[src/rtl/irq_vec_pkg.sv]
package irq_vec_pkg;
    typedef enum logic {
        CFG_MASK   = 1'b0,
        CFG_GLOBAL = 1'b1
    } cfg_sel_e;
endpackage

[src/rtl/irq_pend_bank.sv]
module irq_pend_bank #(
    parameter int N = 16
) (
    input  logic         clk,
    input  logic         rst_n,
    input  logic [N-1:0] set,
    input  logic [N-1:0] clr,
    output logic [N-1:0] pend
);
    logic [N-1:0] pend_d, pend_q;

    for (genvar g = 0; g < N; g++) begin : g_line
        always_comb pend_d[g] = (pend_q[g] & ~clr[g]) | set[g];
    end

    always_ff @(posedge clk or negedge rst_n) begin
        if (!rst_n) pend_q <= '0;
        else        pend_q <= pend_d;
    end

    assign pend = pend_q;


    clr_onehot_chk: assert property (@(posedge clk) disable iff (!rst_n)
        $onehot0(clr));

    set_latch_chk: assert property (@(posedge clk) disable iff (!rst_n)
        (set != '0) |=> ((pend & $past(set)) == $past(set)));
endmodule

[src/rtl/irq_prio_enc.sv]
module irq_prio_enc #(
    parameter int N  = 16,
    parameter int IW = $clog2(N)
) (
    input  logic [N-1:0]  req,
    output logic          found,
    output logic [IW-1:0] idx
);
    always_comb begin
        found = 1'b0;
        idx   = '0;
        for (int i = N - 1; i >= 0; i--) begin
            if (req[i]) begin
                found = 1'b1;
                idx   = IW'(i);
            end
        end
    end
endmodule

[src/rtl/irq_vector_ctrl.sv]
module irq_vector_ctrl
    import irq_vec_pkg::*;
#(
    parameter int NUM_SRC = 16,
    parameter int VEC_W   = $clog2(NUM_SRC + 1)
) (
    input  logic               clk,
    input  logic               rst_n,
    input  logic               rst_req,
    input  logic [NUM_SRC-1:0] irq_req,
    input  logic               cfg_we,
    input  logic               cfg_sel,
    input  logic [NUM_SRC-1:0] cfg_wdata,
    input  logic               ack,
    input  logic               reti,
    output logic               vec_valid,
    output logic [VEC_W-1:0]   vec_addr
);
    localparam int IW = (NUM_SRC > 1) ? $clog2(NUM_SRC) : 1;

    typedef struct packed {
        logic [NUM_SRC-1:0] en;
        logic               gie;
        logic               rst_pend;
        logic [VEC_W-1:0]   hold;
    } ctrl_t;

    ctrl_t              st_d, st_q;
    logic [NUM_SRC-1:0] pend, eligible, clr;
    logic               found, take, take_irq;
    logic [IW-1:0]      idx;
    logic [VEC_W-1:0]   win_addr;

    irq_pend_bank #(.N(NUM_SRC)) u_pend (
        .clk  (clk),
        .rst_n(rst_n),
        .set  (irq_req),
        .clr  (clr),
        .pend (pend)
    );

    assign eligible = pend & st_q.en & {NUM_SRC{st_q.gie}};

    irq_prio_enc #(.N(NUM_SRC), .IW(IW)) u_enc (
        .req  (eligible),
        .found(found),
        .idx  (idx)
    );

    always_comb begin
        vec_valid = st_q.rst_pend | found;
        win_addr  = st_q.rst_pend ? '0 : VEC_W'(idx) + VEC_W'(1);
        vec_addr  = vec_valid ? win_addr : st_q.hold;
        take      = ack & vec_valid;
        take_irq  = take & ~st_q.rst_pend;
        clr       = '0;
        if (take_irq) clr[idx] = 1'b1;

        st_d = st_q;
        if (cfg_we && cfg_sel == CFG_MASK)   st_d.en  = cfg_wdata;
        if (cfg_we && cfg_sel == CFG_GLOBAL) st_d.gie = cfg_wdata[0];
        if (reti)                            st_d.gie = 1'b1;
        if (take_irq)                        st_d.gie = 1'b0;
        if (take && st_q.rst_pend)           st_d.rst_pend = 1'b0;
        if (rst_req)                         st_d.rst_pend = 1'b1;
        if (vec_valid)                       st_d.hold = win_addr;
    end

    always_ff @(posedge clk or negedge rst_n) begin
        if (!rst_n) st_q <= '0;
        else        st_q <= st_d;
    end


    rst_first_chk: assert property (@(posedge clk) disable iff (!rst_n)
        rst_req |=> (vec_valid && vec_addr == '0));

    gate_chk: assert property (@(posedge clk) disable iff (!rst_n)
        (vec_valid && vec_addr != '0) |-> (st_q.gie && st_q.en[vec_addr - VEC_W'(1)]
                                          && pend[vec_addr - VEC_W'(1)]));

    range_chk: assert property (@(posedge clk) disable iff (!rst_n)
        vec_valid |-> (int'(vec_addr) <= NUM_SRC));

    gie_drop_chk: assert property (@(posedge clk) disable iff (!rst_n)
        (ack && vec_valid && vec_addr != '0 && !rst_req) |=> (!st_q.gie && vec_addr != '0 || !vec_valid || vec_addr == '0));

    gie_clear_chk: assert property (@(posedge clk) disable iff (!rst_n)
        (ack && vec_valid && vec_addr != '0) |=> !st_q.gie);

    hold_chk: assert property (@(posedge clk) disable iff (!rst_n)
        !vec_valid |-> $stable(vec_addr));
endmodule

[config.mk]
export PLATFORM = sky130hd
export DESIGN_NAME = irq_vector_ctrl
export DESIGN_NICKNAME = d
export VERILOG_FILES = /design/src/rtl/irq_vec_pkg.sv /design/src/rtl/irq_pend_bank.sv /design/src/rtl/irq_prio_enc.sv /design/src/rtl/irq_vector_ctrl.sv
export SDC_FILE = /design/constraint.sdc
export NUM_CORES = 1
export LEC_CHECK = 0
export BUFFER_PORTS_ARGS = -buffer_cell sky130_fd_sc_hd__buf_4
export CAP_MARGIN = 10
export CORE_MARGIN = 2
export CORE_UTILIZATION = 35
export CTS_CLUSTER_SIZE = 12
export DETAILED_ROUTE_END_ITERATION = 10
export GPL_TIMING_DRIVEN = 0
export PLACE_DENSITY = 0.66
export SETUP_SLACK_MARGIN = 0.3
export SYNTH_ARGS = -nofsm -noshare
export SYNTH_HDL_FRONTEND = slang
export SYNTH_SLANG_ARGS = --single-unit
[constraint.sdc]
create_clock -name clk -period 6.3 [get_ports clk]
set_input_delay 1.575 -clock clk [delete_from_list [all_inputs] [get_ports clk]]
set_output_delay 1.575 -clock clk [all_outputs]
set_load 0.02 [all_outputs]
# Word-level counts from Yosys, hierarchy flattened
# Cells that the tools add are included.
dict set report totals {
  ff_bits 39
  input_bits 39
  word_cells 111
}
dict set report op_classes {
  addsub 1
  magnitude_cmp 2
  mux 42
  n_bitwise 55
  reduce_logical 6
}
# cell n
set op_table {}
lappend op_table {{4-bit 2-to-1 mux} 16}
lappend op_table {{16-bit AND} 2}
lappend op_table {{1-bit 2-to-1 mux} 22}
lappend op_table {{1-bit AND} 18}
lappend op_table {{1-bit inverter} 18}
lappend op_table {{1-bit bitwise OR} 17}
lappend op_table {{16-bit 2-to-1 mux} 1}
lappend op_table {{5-bit 2-to-1 mux} 2}
lappend op_table {{4-bit by 1-bit adder with 5-bit output (second input constant)} 1}
lappend op_table {{4-bit by 5-bit < comparator with 1-bit output (second input constant)} 1}
lappend op_table {{1-bit demux with 4-bit select} 1}
lappend op_table {{4-bit by 1-bit >= comparator with 1-bit output (second input constant)} 1}
lappend op_table {{1-bit logical AND} 4}
lappend op_table {{3-bit nonzero test} 1}
lappend op_table {{2-bit nonzero test} 1}

# Depth between registers and ports, before layout
# Gate-level depths: netlist of the first run.
dict set report logic_depth {
  depth_word 26
  depth_mapped 8
}

# Hierarchy
# From an unflattened synthesis of the first run, not the netlist that was laid out.
dict set report hier_totals {
  hier_cells 198
  hier_area_um2 2049.5
}
# module n_inst cells_per_inst area_per_inst_um2 seq_area_each_um2
set by_module_without_submodules {}
lappend by_module_without_submodules {irq_vector_ctrl 1 117 1290.0 575.6}
lappend by_module_without_submodules {irq_pend_bank 1 48 580.6 400.4}
lappend by_module_without_submodules {irq_prio_enc 1 33 178.9 0.0}

# Worst setup path after synthesis of the first run
# Ideal clock, no wire load.
dict set report synth_timing {
  path_kind {reg2out}
  from {register u_pend.pend_q[9] (netlist: u_pend.pend[9])}
  to {output vec_addr[3]}
  arrival_ns 2.128
  required_ns 4.725
  slack_ns 2.597
  stages_incl_launch_ff 8
  n_path_buf 1
  path_cell_list {dfrtp_1 > a22oi_4 > nand4_2 > a32oi_4 > inv_4 > or4_1 > a211oi_1 > buf_4}
}
# element line
set synth_rtl {}
lappend synth_rtl {{start: declaration} irq_pend_bank.sv:10} ;# logic [N-1:0] pend_d, pend_q;
lappend synth_rtl {{start signal: assignment} irq_pend_bank.sv:18} ;# else pend_q <= pend_d;
lappend synth_rtl {{end: declaration} irq_vector_ctrl.sv:17} ;# output logic [VEC_W-1:0] vec_addr

==> flow_summary.yaml, run 1 <==
status:
  status: "complete, no violations"
cts:
  clk_pin_slew_ns: 0.07
  cts_tree: "built"
  cts_resized: 0
  ctsHtreeMaxLevel: 2
  hold_buffers: 0
  clock_latency_ns: 0.30
  cts_setup_buffers: 0
  cts_inserted_buffers: 5
  root_buffer: "clkbuf_8"
  cts_buffer_depth: 2
  cts_num_sinks: 39
critical_path:
  path_delay_family: "compound AO/OA/AOI/OAI gates"
  crit_type: "reg2out"
  crit_path_frequent_cell: "buf_4"
  path_depth: 8
  rr_endpoint: "st_q[3]"
  arrival_ns: 2.73
  r2r_start: "u_pend.pend[9]"
  r2r_setup_slack_ns: 4.04
  worst_path_max_delay_cell: "or4_1"
  cp_max_fo: 9
  critPathMaxStageDelay_ns: 0.52
  reg2reg_depth: 6
  required_ns: 4.72
  start_kind: "flop"
  cp_num_buf_inv: 3
  path_cells: "a22oi_4, nand4_2, a32oi_4, inv_4, or4_1, a211oi_1, buf_4, buf_4"
  crit_path_end_kind: "output pin"
synthesis:
  synthMuxAreaShare_pct: 9.154
  yosys.area.top_type_share_pct: 49.59
  yosysWarnings: 0
  synth_commonest_cells: "39 x dfrtp_1, 26 x nand2_1, 19 x a21o_1"
  ys_types: 41
  synth_fa_ha_area_share_pct: 1.271
  synthXorXnorAreaFrac_pct: 0
  synth_largest_area_cell: "dfrtp_1"
  yosysMostFrequentCell: "dfrtp_1"
  ys_seq_area_share_pct: 49.59
  synth_area_per_cell_um2: 11.18
  synth_top_family_by_area: "compound AO/OA/AOI/OAI gates"
  synth_edf_count: 0
  synthCells: 176
  synthFlopType: "dfrtp_1"
  ys_ff_latch: 39
  synthArstFlopShare_pct: 100.0
  synth_compound_area_share_pct: 25.56
  syn-cell-area_mm2: 0.001968
  syn_nets: 217
  synthTopCellsByArea: "dfrtp_1 50%, mux2_2 9.2%, a21o_1 7.2%, nand2_1 5.0%, a22o_1 4.0%"
  synthSimpleGateAreaFrac_pct: 10.87
floorplanning:
  core-area_mm2: 0.005473
  rows: 27
  die_h_um: 78.99
  boundaryPins: 45
  die-area_mm2: 0.006239
  initial_core_util_pct: 35.96
  die_x_um: 78.99
pwr:
  internal_power_mw: 0.5054
  switchingPower_mw: 0.1894
  vdd_drop_max_v: 0.0001041
  pwr-share-seq_pct: 42.1
  powerDensity_mw_per_mm2: 275.6
  p_leak_nw: 1.039
  pwr-share-comb_pct: 22.6
  sw_frac_of_total_pct: 27.26
  p_clk_share_pct: 35.3
detailed_routing:
  drtIter0Drc: 65
  wirelength_um: 4250
  drtAntennaViolNets: 0
  wl_per_cell_um: 14.17
  viasPerCell: 5.083
  firstDrtPassIters: 4
  vias: 1525
  drc: 0
timing:
  min_period_ns: 4.302
  tightestPinTransition_ns: 0.7203
  finalSetupViolCount: 0
  relSlewSlack_pct: 51.35
  fin_tns_setup_ns: 0
  rsz0062_at_grt: "false"
  fin_skew_ns: 0.007062
  final_max_slew_viol_count: 0
  finalHoldViolCount: 0
  fmax_mhz: 232.5
  final.period_utilization_pct: 68.28
job:
  maxCapViolations: 0
grt:
  grt_pass1_wl_um: 7100
  globalRouteMet3Util_pct: 3.750
  grt_pass1_vias: 1514
  grt_use_met1_pct: 20.98
  grt-ovfl-total: 0
  grt_use_met2_pct: 21.69
  antenna_found_initial: 0
  top_usage_layer: "met2"
  grt_use_total_pct: 14.98
  grt_max_degree: 40
hold_path:
  holdCritStartpoint: "u_pend.pend[12]"
  holdPathStages: 1
  min_to: "u_pend.pend[12]"
  hp-class: "reg2reg"
final_layout:
  drive_above_1_share_pct: 35.53
  final_cells: 300
  n_antenna_cell: 0
  fill_cells: 566
  area_growth_pct: 28.10
  final_nets: 268
placed_design:
  dpl.hpwl_um: 3243
  gp_congestion: 0.9059
  io_buffers: 44
  dp.cells: 292
## worst reg2reg max path, stage by stage, from the launching register on
cell and delay (ns):
dfrtp_1 0.42, a22oi_4 0.25, nand4_2 0.15, a32oi_4 0.44, inv_4 0.06, or4_1 0.52, a211oi_1 0.30
## how the worst max path moves through the flow
stage,startpoint,to
finish,u_pend.pend[9],vec_addr[3]
global route,u_pend.pend[13],vec_addr[3]
CTS,u_pend.pend[13],vec_addr[3]
detailed placement,u_pend.pend[9],vec_addr[3]
global placement,u_pend.pend[9],vec_addr[3]
floorplan,u_pend.pend[9],vec_addr[3]
## registers in the layout, indices dropped and copies added, names as in the netlist
name         cells
st_q            23
u_pend.pend     16
## layer usage
layer  vias to the layer above  part of all wire, %  wire [um]
met1                       727                   48       2059
met2                        32                   45       1909
li1                        759                    -          -
met5                         -                    0          0
met4                         0                  1.4         61
met3                         7                  5.2        220
## cells in the final DEF, fill, tap and decap left out, drive strengths merged, types with 3 or more instances in the layout
master / n
buf: 49
dfrtp: 39
nand2: 26
a21o: 19
mux2: 16
clkbuf: 10
a22o: 9
nand3: 7
nor2: 5
inv: 4
o21ai: 4
a22oi: 4
a211oi: 3
## final cells by class
class	count	area [um2]	area share, %
buffer	9	52.55	2.084
tap	72	90.09	3.573
multi-input combinational	124	922.1	36.58
clock buffer	6	72.57	2.878
clock inverter	2	60.06	2.382
sequential	39	975.9	38.71
timing repair buffer	44	330.3	13.10
inverter	4	17.52	0.6948
## power groups by stage
stage	clock, mW	sequential, mW	combinational [mW]
2_1_floorplan	0	0.291	0.105
3_3_place_gp	0	0.296	0.156
3_5_place_dp	0	0.297	0.157
4_1_cts	0.251	0.292	0.158
5_1_grt	0.260	0.295	0.173
6_report	0.245	0.292	0.157
## metrics by stage
stage	util (%)	hold WS (ns)	instance area (um2)	setup WS, ns	total power, mW
floorplan	-	0.4645	1968	2.597	0.3958
global placement	43.64	0.4772	2389	2.325	0.4525
detailed placement	43.64	0.4877	2389	2.317	0.4538
CTS	46.07	0.5042	2521	1.991	0.7010
global route	46.07	0.5234	2521	1.830	0.7289
finish	46.07	0.5019	2521	1.998	0.6948
## cells by family (layout without fill, tap and decap cells)
family	after synthesis	in the layout
AO/OA/AOI/OAI	59	59
multiplexers	16	16
adder cells (fa/ha/maj)	2	2
flip-flops	39	39
AND/OR/NAND/NOR	47	47
buffers and inverters	13	65
Power figures use the tool's default switching activity.
==> inputs of run 2 (changes only) <==
Clock period 6.3 ns to 4.2 ns, I/O delays scaled along.
==> flow_summary.yaml, run 2 (same netlist as run 1, synthesis figures left out) <==
timing:
  tightestPinTransition_ns: 0.7872
  min_period_ns: 3.715
  fmax_mhz: 269.2
  fin_tns_setup_ns: 0
  rsz0062_at_grt: "false"
  whs_ns: 0.5033
  final.period_utilization_pct: 88.44
  fin_skew_ns: 0.007042
  final_max_slew_viol_count: 0
  relSlewSlack_pct: 47.52
  finalSetupViolCount: 0
  finalHoldViolCount: 0
pwr:
  powerDensity_mw_per_mm2: 413.4
  sw_frac_of_total_pct: 27.46
  p_leak_nw: 1.057
  p_clk_share_pct: 35.0
  p_total_mw: 1.055
  pwr-share-seq_pct: 41.6
  internal_power_mw: 0.7651
  switchingPower_mw: 0.2897
  vdd_drop_max_v: 0.0001562
  pwr-share-comb_pct: 23.5
critical_path:
  crit_type: "reg2out"
  crit_path_frequent_cell: "buf_4"
  cp_num_buf_inv: 3
  required_ns: 3.15
  cp_max_fo: 6
  critPathMaxStageDelay_ns: 0.52
  path_delay_family: "compound AO/OA/AOI/OAI gates"
  path_cells: "a22oi_4, nand3_1, a32oi_4, inv_4, or4_1, a211oi_1, buf_4, buf_4"
  worst_path_max_delay_cell: "or4_1"
  arrival_ns: 2.66
  crit_path_end_kind: "output pin"
  start_kind: "flop"
grt:
  antenna_found_initial: 0
  grt-ovfl-total: 0
  grt_max_degree: 40
  grt_pass1_wl_um: 7100
  grt_pass1_vias: 1514
  grt_use_total_pct: 14.98
detailed_routing:
  drtIter0Drc: 49
  firstDrtPassIters: 4
  drtAntennaViolNets: 0
  wl_per_cell_um: 14.36
  wirelength_um: 4336
  vias: 1544
  drc: 0
  viasPerCell: 5.113
final_layout:
  area_growth_pct: 29.63
  final_cells: 302
  layout_common_cells: "51 x buf_4, 39 x dfrtp_1, 26 x nand2_1"
  drive_above_1_share_pct: 36.96
  final_nets: 270
  regMostFlops: "st_q"
  largest_reg_flops: 23
  final_util_pct: 46.62
  final_common_cell: "buf_4"
  n_antenna_cell: 0
job:
  maxCapViolations: 0
hold_path:
  hp-class: "reg2reg"
floorplanning:
  die_h_um: 78.99
  initial_core_util_pct: 35.96
  rows: 27
  die-area_mm2: 0.006239
  boundaryPins: 45
  core-area_mm2: 0.005473
  die_x_um: 78.99
cts:
  hold_buffers: 0
  root_buffer: "clkbuf_8"
  cts_tree: "built"
  cts_num_sinks: 39
  ctsHtreeMaxLevel: 2
  clock_latency_ns: 0.30
  cts_buffer_depth: 2
  clk_pin_slew_ns: 0.07
  cts_inserted_buffers: 5
status:
  status: "complete, no violations"
placed_design:
  io_buffers: 44
  dpl.hpwl_um: 3243
  dp.cells: 292
  gp_congestion: 0.9059
[run 2: changes by cell type in the layout (fill, tap and decap cells not counted), sizes merged]
cell and change:
buf +2
[run 2: power groups by stage]
stage | Combinational [mW] | Clock [mW] | Sequential, mW
2_1_floorplan | 0.158 | 0 | 0.436
3_3_place_gp | 0.234 | 0 | 0.444
3_5_place_dp | 0.235 | 0 | 0.445
4_1_cts | 0.237 | 0.376 | 0.439
5_1_grt | 0.273 | 0.390 | 0.443
6_report | 0.248 | 0.369 | 0.438
[run 2: metrics by stage]
step	cell area [um2]	setup slack [ns]
6_report	2551	0.4855
5_1_grt	2551	0.3058
4_1_cts	2521	0.4164
3_5_place_dp	2389	0.7417
3_3_place_gp	2389	0.7498
2_1_floorplan	1968	1.022
[run 2: repair_timing]
item,CTS,global route
setup buffers,0,2
setup endpoints to repair,0,2
gates resized for setup,0,2
[run 2: final timing paths]
check                                     start              end  slack (ns)  cells after the start
worst max register to register   u_pend.pend[3]   u_pend.pend[0]        1.81                      7
min in group asynchronous                 rst_n  u_pend.pend[14]        0.72                      1
worst min register to register  u_pend.pend[12]  u_pend.pend[12]        0.50                      1
worst min-delay path            u_pend.pend[12]  u_pend.pend[12]        0.50                      1
max in group asynchronous                 rst_n   u_pend.pend[0]        3.15                      1
worst max-delay path             u_pend.pend[9]      vec_addr[3]        0.49                      8
[run 2: area by class of cell]
cell class	count	area [um2]
fill	560	2922
clock buffer	6	72.57
inverter	4	17.52
buffer	9	52.55
timing repair buffer	46	345.3
tap	72	90.09
clock inverter	2	60.06
multi-input combinational	124	937.1
sequential	39	975.9
[run 2: layer usage]
layer	GRT usage, %	wire length (um)	vias up	share of wire (%)
li1	-	-	763	-
met1	20.98	2089	738	48
met2	21.69	1962	34	45
met3	3.750	222	9	5.1
met4	7.069	62	0	1.4
met5	0	0	-	0
[run 2: worst register-to-register path, cell delays in order, from the launching register on]
cell	delay (ns)
dfrtp_1	0.41
a22o_1	0.30
o21ai_1	0.24
a32oi_4	0.20
buf_4	0.18
a221oi_1	0.63
nand2_1	0.14
a21o_1	0.20
==> inputs of run 3 (changes only) <==
Settings changed: GPL_TIMING_DRIVEN 0 to default, SYNTH_HIERARCHICAL from default to 1.
==> flow_summary.yaml, run 3 <==
synthesis:
  synthTopCellsByArea: "dfrtp_1 48%, mux2_4 7.3%, a21o_1 6.2%, and3_1 5.2%, nor2_1 4.4%"
  yosysWarnings: 6
  yosysMostFrequentCell: "dfrtp_1"
  yosys.area.top_type_share_pct: 47.62
  ys_types: 36
  synth_area_per_cell_um2: 10.35
  synthArstFlopShare_pct: 100.0
  synth_largest_area_cell: "dfrtp_1"
  syn-cell-area_mm2: 0.002049
  synthFlopType: "dfrtp_1"
  synthCells: 198
  synth_edf_count: 0
  ys_ff_latch: 39
  syn_nets: 241
  synth_commonest_cells: "39 x dfrtp_1, 24 x nor2_1, 22 x inv_1"
  ys_seq_area_share_pct: 47.62
critical_path:
  worst_path_max_delay_cell: "dfrtp_2"
  critPathMaxStageDelay_ns: 0.50
  path_cells: "and3_1, nor2_1, nor3_1, o31ai_1, a31oi_1, ha_1, xnor2_1, a211oi_1, buf_4"
  crit_path_end_kind: "output pin"
  reg2reg_depth: 10
  arrival_ns: 2.60
  crit_type: "reg2out"
  cp_max_fo: 17
  required_ns: 3.15
  start_kind: "flop"
  r2r_setup_slack_ns: 1.82
grt:
  antenna_found_initial: 0
  grt-ovfl-total: 0
  grt_max_degree: 40
  grt_pass1_wl_um: 6982
  grt_use_total_pct: 14.13
  grt_pass1_vias: 1505
cts:
  hold_buffers: 0
  clk_pin_slew_ns: 0.08
  cts_inserted_buffers: 5
  cts_num_sinks: 39
  cts_buffer_depth: 2
  root_buffer: "clkbuf_8"
  cts_tree: "built"
  clock_latency_ns: 0.29
  ctsHtreeMaxLevel: 2
final_layout:
  drive_above_1_share_pct: 32.23
  final_common_cell: "buf_4"
  final_nets: 284
  final_cells: 314
  n_antenna_cell: 0
  area_growth_pct: 23.20
  final_util_pct: 45.30
  regMostFlops: "st_q"
  layout_common_cells: "47 x buf_4, 38 x dfrtp_1, 24 x nor2_1"
  largest_reg_flops: 23
pwr:
  vdd_drop_max_v: 0.0001927
  p_total_mw: 1.007
  p_leak_nw: 1.121
  powerDensity_mw_per_mm2: 399.0
placed_design:
  gp_congestion: 0.8217
  dp.cells: 305
  io_buffers: 44
  dpl.hpwl_um: 3213
detailed_routing:
  drtAntennaViolNets: 0
  wirelength_um: 4278
  firstDrtPassIters: 4
  drtIter0Drc: 62
  wl_per_cell_um: 13.62
  viasPerCell: 4.761
  drc: 0
  vias: 1495
timing:
  relSlewSlack_pct: 59.76
  fin_tns_setup_ns: 0
  final.period_utilization_pct: 86.97
  tightestPinTransition_ns: 0.6024
  finalSetupViolCount: 0
  finalHoldViolCount: 0
  final_max_slew_viol_count: 0
  min_period_ns: 3.653
  fin_skew_ns: 0.008683
  fmax_mhz: 273.8
  rsz0062_at_grt: "false"
floorplanning:
  die_h_um: 80.52
  die-area_mm2: 0.006483
  die_x_um: 80.52
  boundaryPins: 45
  initial_core_util_pct: 36.77
  rows: 27
  core-area_mm2: 0.005574
job:
  maxCapViolations: 0
hold_path:
  holdPathStages: 1
  hp-class: "reg2reg"
status:
  status: "complete, no violations"
## run 3: cell count changes after synthesis, moves of 5 or more
cell	change
nor3_1	+5
mux2_4	+10
and3_1	+16
inv_1	+19
nand3_1	-5
nand2_1	-16
a22o_1	-9
mux2_2	-10
nor2_1	+19
## run 3: per-stage QoR
stage	hold slack, ns	instance area [um2]	worst slack, ns
after floorplan	0.4413	2049	0.9703
after global placement	0.4548	2392	0.7905
after detailed placement	0.4581	2392	0.7174
after CTS	0.4766	2510	0.3802
after global routing	0.4922	2525	0.3804
final	0.4736	2525	0.5473
## run 3: path summary, 6_finish.rpt
path | endpoint | from
min in group asynchronous | st_q[10] | rst_n
worst min-delay path | u_pend/pend[11] | u_pend/pend[11]
worst min register to register | u_pend/pend[11] | u_pend/pend[11]
max in group asynchronous | st_q[6] | rst_n
worst max-delay path | vec_addr[2] | st_q[6]
worst max register to register | u_pend/pend[3] | st_q[6]
## run 3: final cells by class
cell class | count | area [um2]
fillers | 568 | 3049
clock inverters | 2 | 35.03
repair buffers | 47 | 352.8
multi-input cells | 126 | 904.6
inverters | 22 | 82.58
flip-flops and latches | 39 | 977.2
clock buffers | 6 | 82.58
well taps | 72 | 90.09
## run 3: layer usage
layer / vias to the layer above / GRT usage, % / share of wire (%)
met5: - / 0 / 0
met4: 0 / 5.085 / 1.1
met3: 5 / 4.270 / 5.2
met2: 35 / 21.17 / 46
met1: 710 / 19.22 / 48
li1: 745 / - / -
## run 3: cell families (layout without fill, tap and decap cells)
| family | after synthesis | in the layout | share of synthesized area (%) |
|---|---|---|---|
| multiplexers | 18 | 18 | 11.60 |
| XOR/XNOR | 2 | 2 | 0.8549 |
| flip-flops | 39 | 39 | 47.62 |
| AO/OA/AOI/OAI | 31 | 31 | 10.74 |
| AND/OR/NAND/NOR | 71 | 71 | 18.19 |
| adder cells (fa/ha/maj) | 4 | 4 | 2.442 |
| buffers and inverters | 33 | 77 | 8.547 |
## run 3: power by group
group / internal [mW] / switching [mW] / total [mW] / leakage, nW
sequential: 0.410 / 0.0221 / 0.432 / 0.418
clock: 0.192 / 0.131 / 0.324 / 0.0612
combinational: 0.122 / 0.129 / 0.251 / 0.642
total: 0.725 / 0.283 / 1.01 / 1.12
## run 3: critical path: cells and delay by family (launching register included)
family | cells | cell delay [ns]
xor+xnor | 1 | 0.13
compound gates | 3 | 0.75
fa+ha+maj | 1 | 0.27
simple gates | 3 | 0.46
buf+inv | 1 | 0.20
flops | 1 | 0.50
## run 3: repair_timing
action,CTS,global route
resized for setup,0,2
setup buffers,0,1
endpoints found under the setup margin,0,5
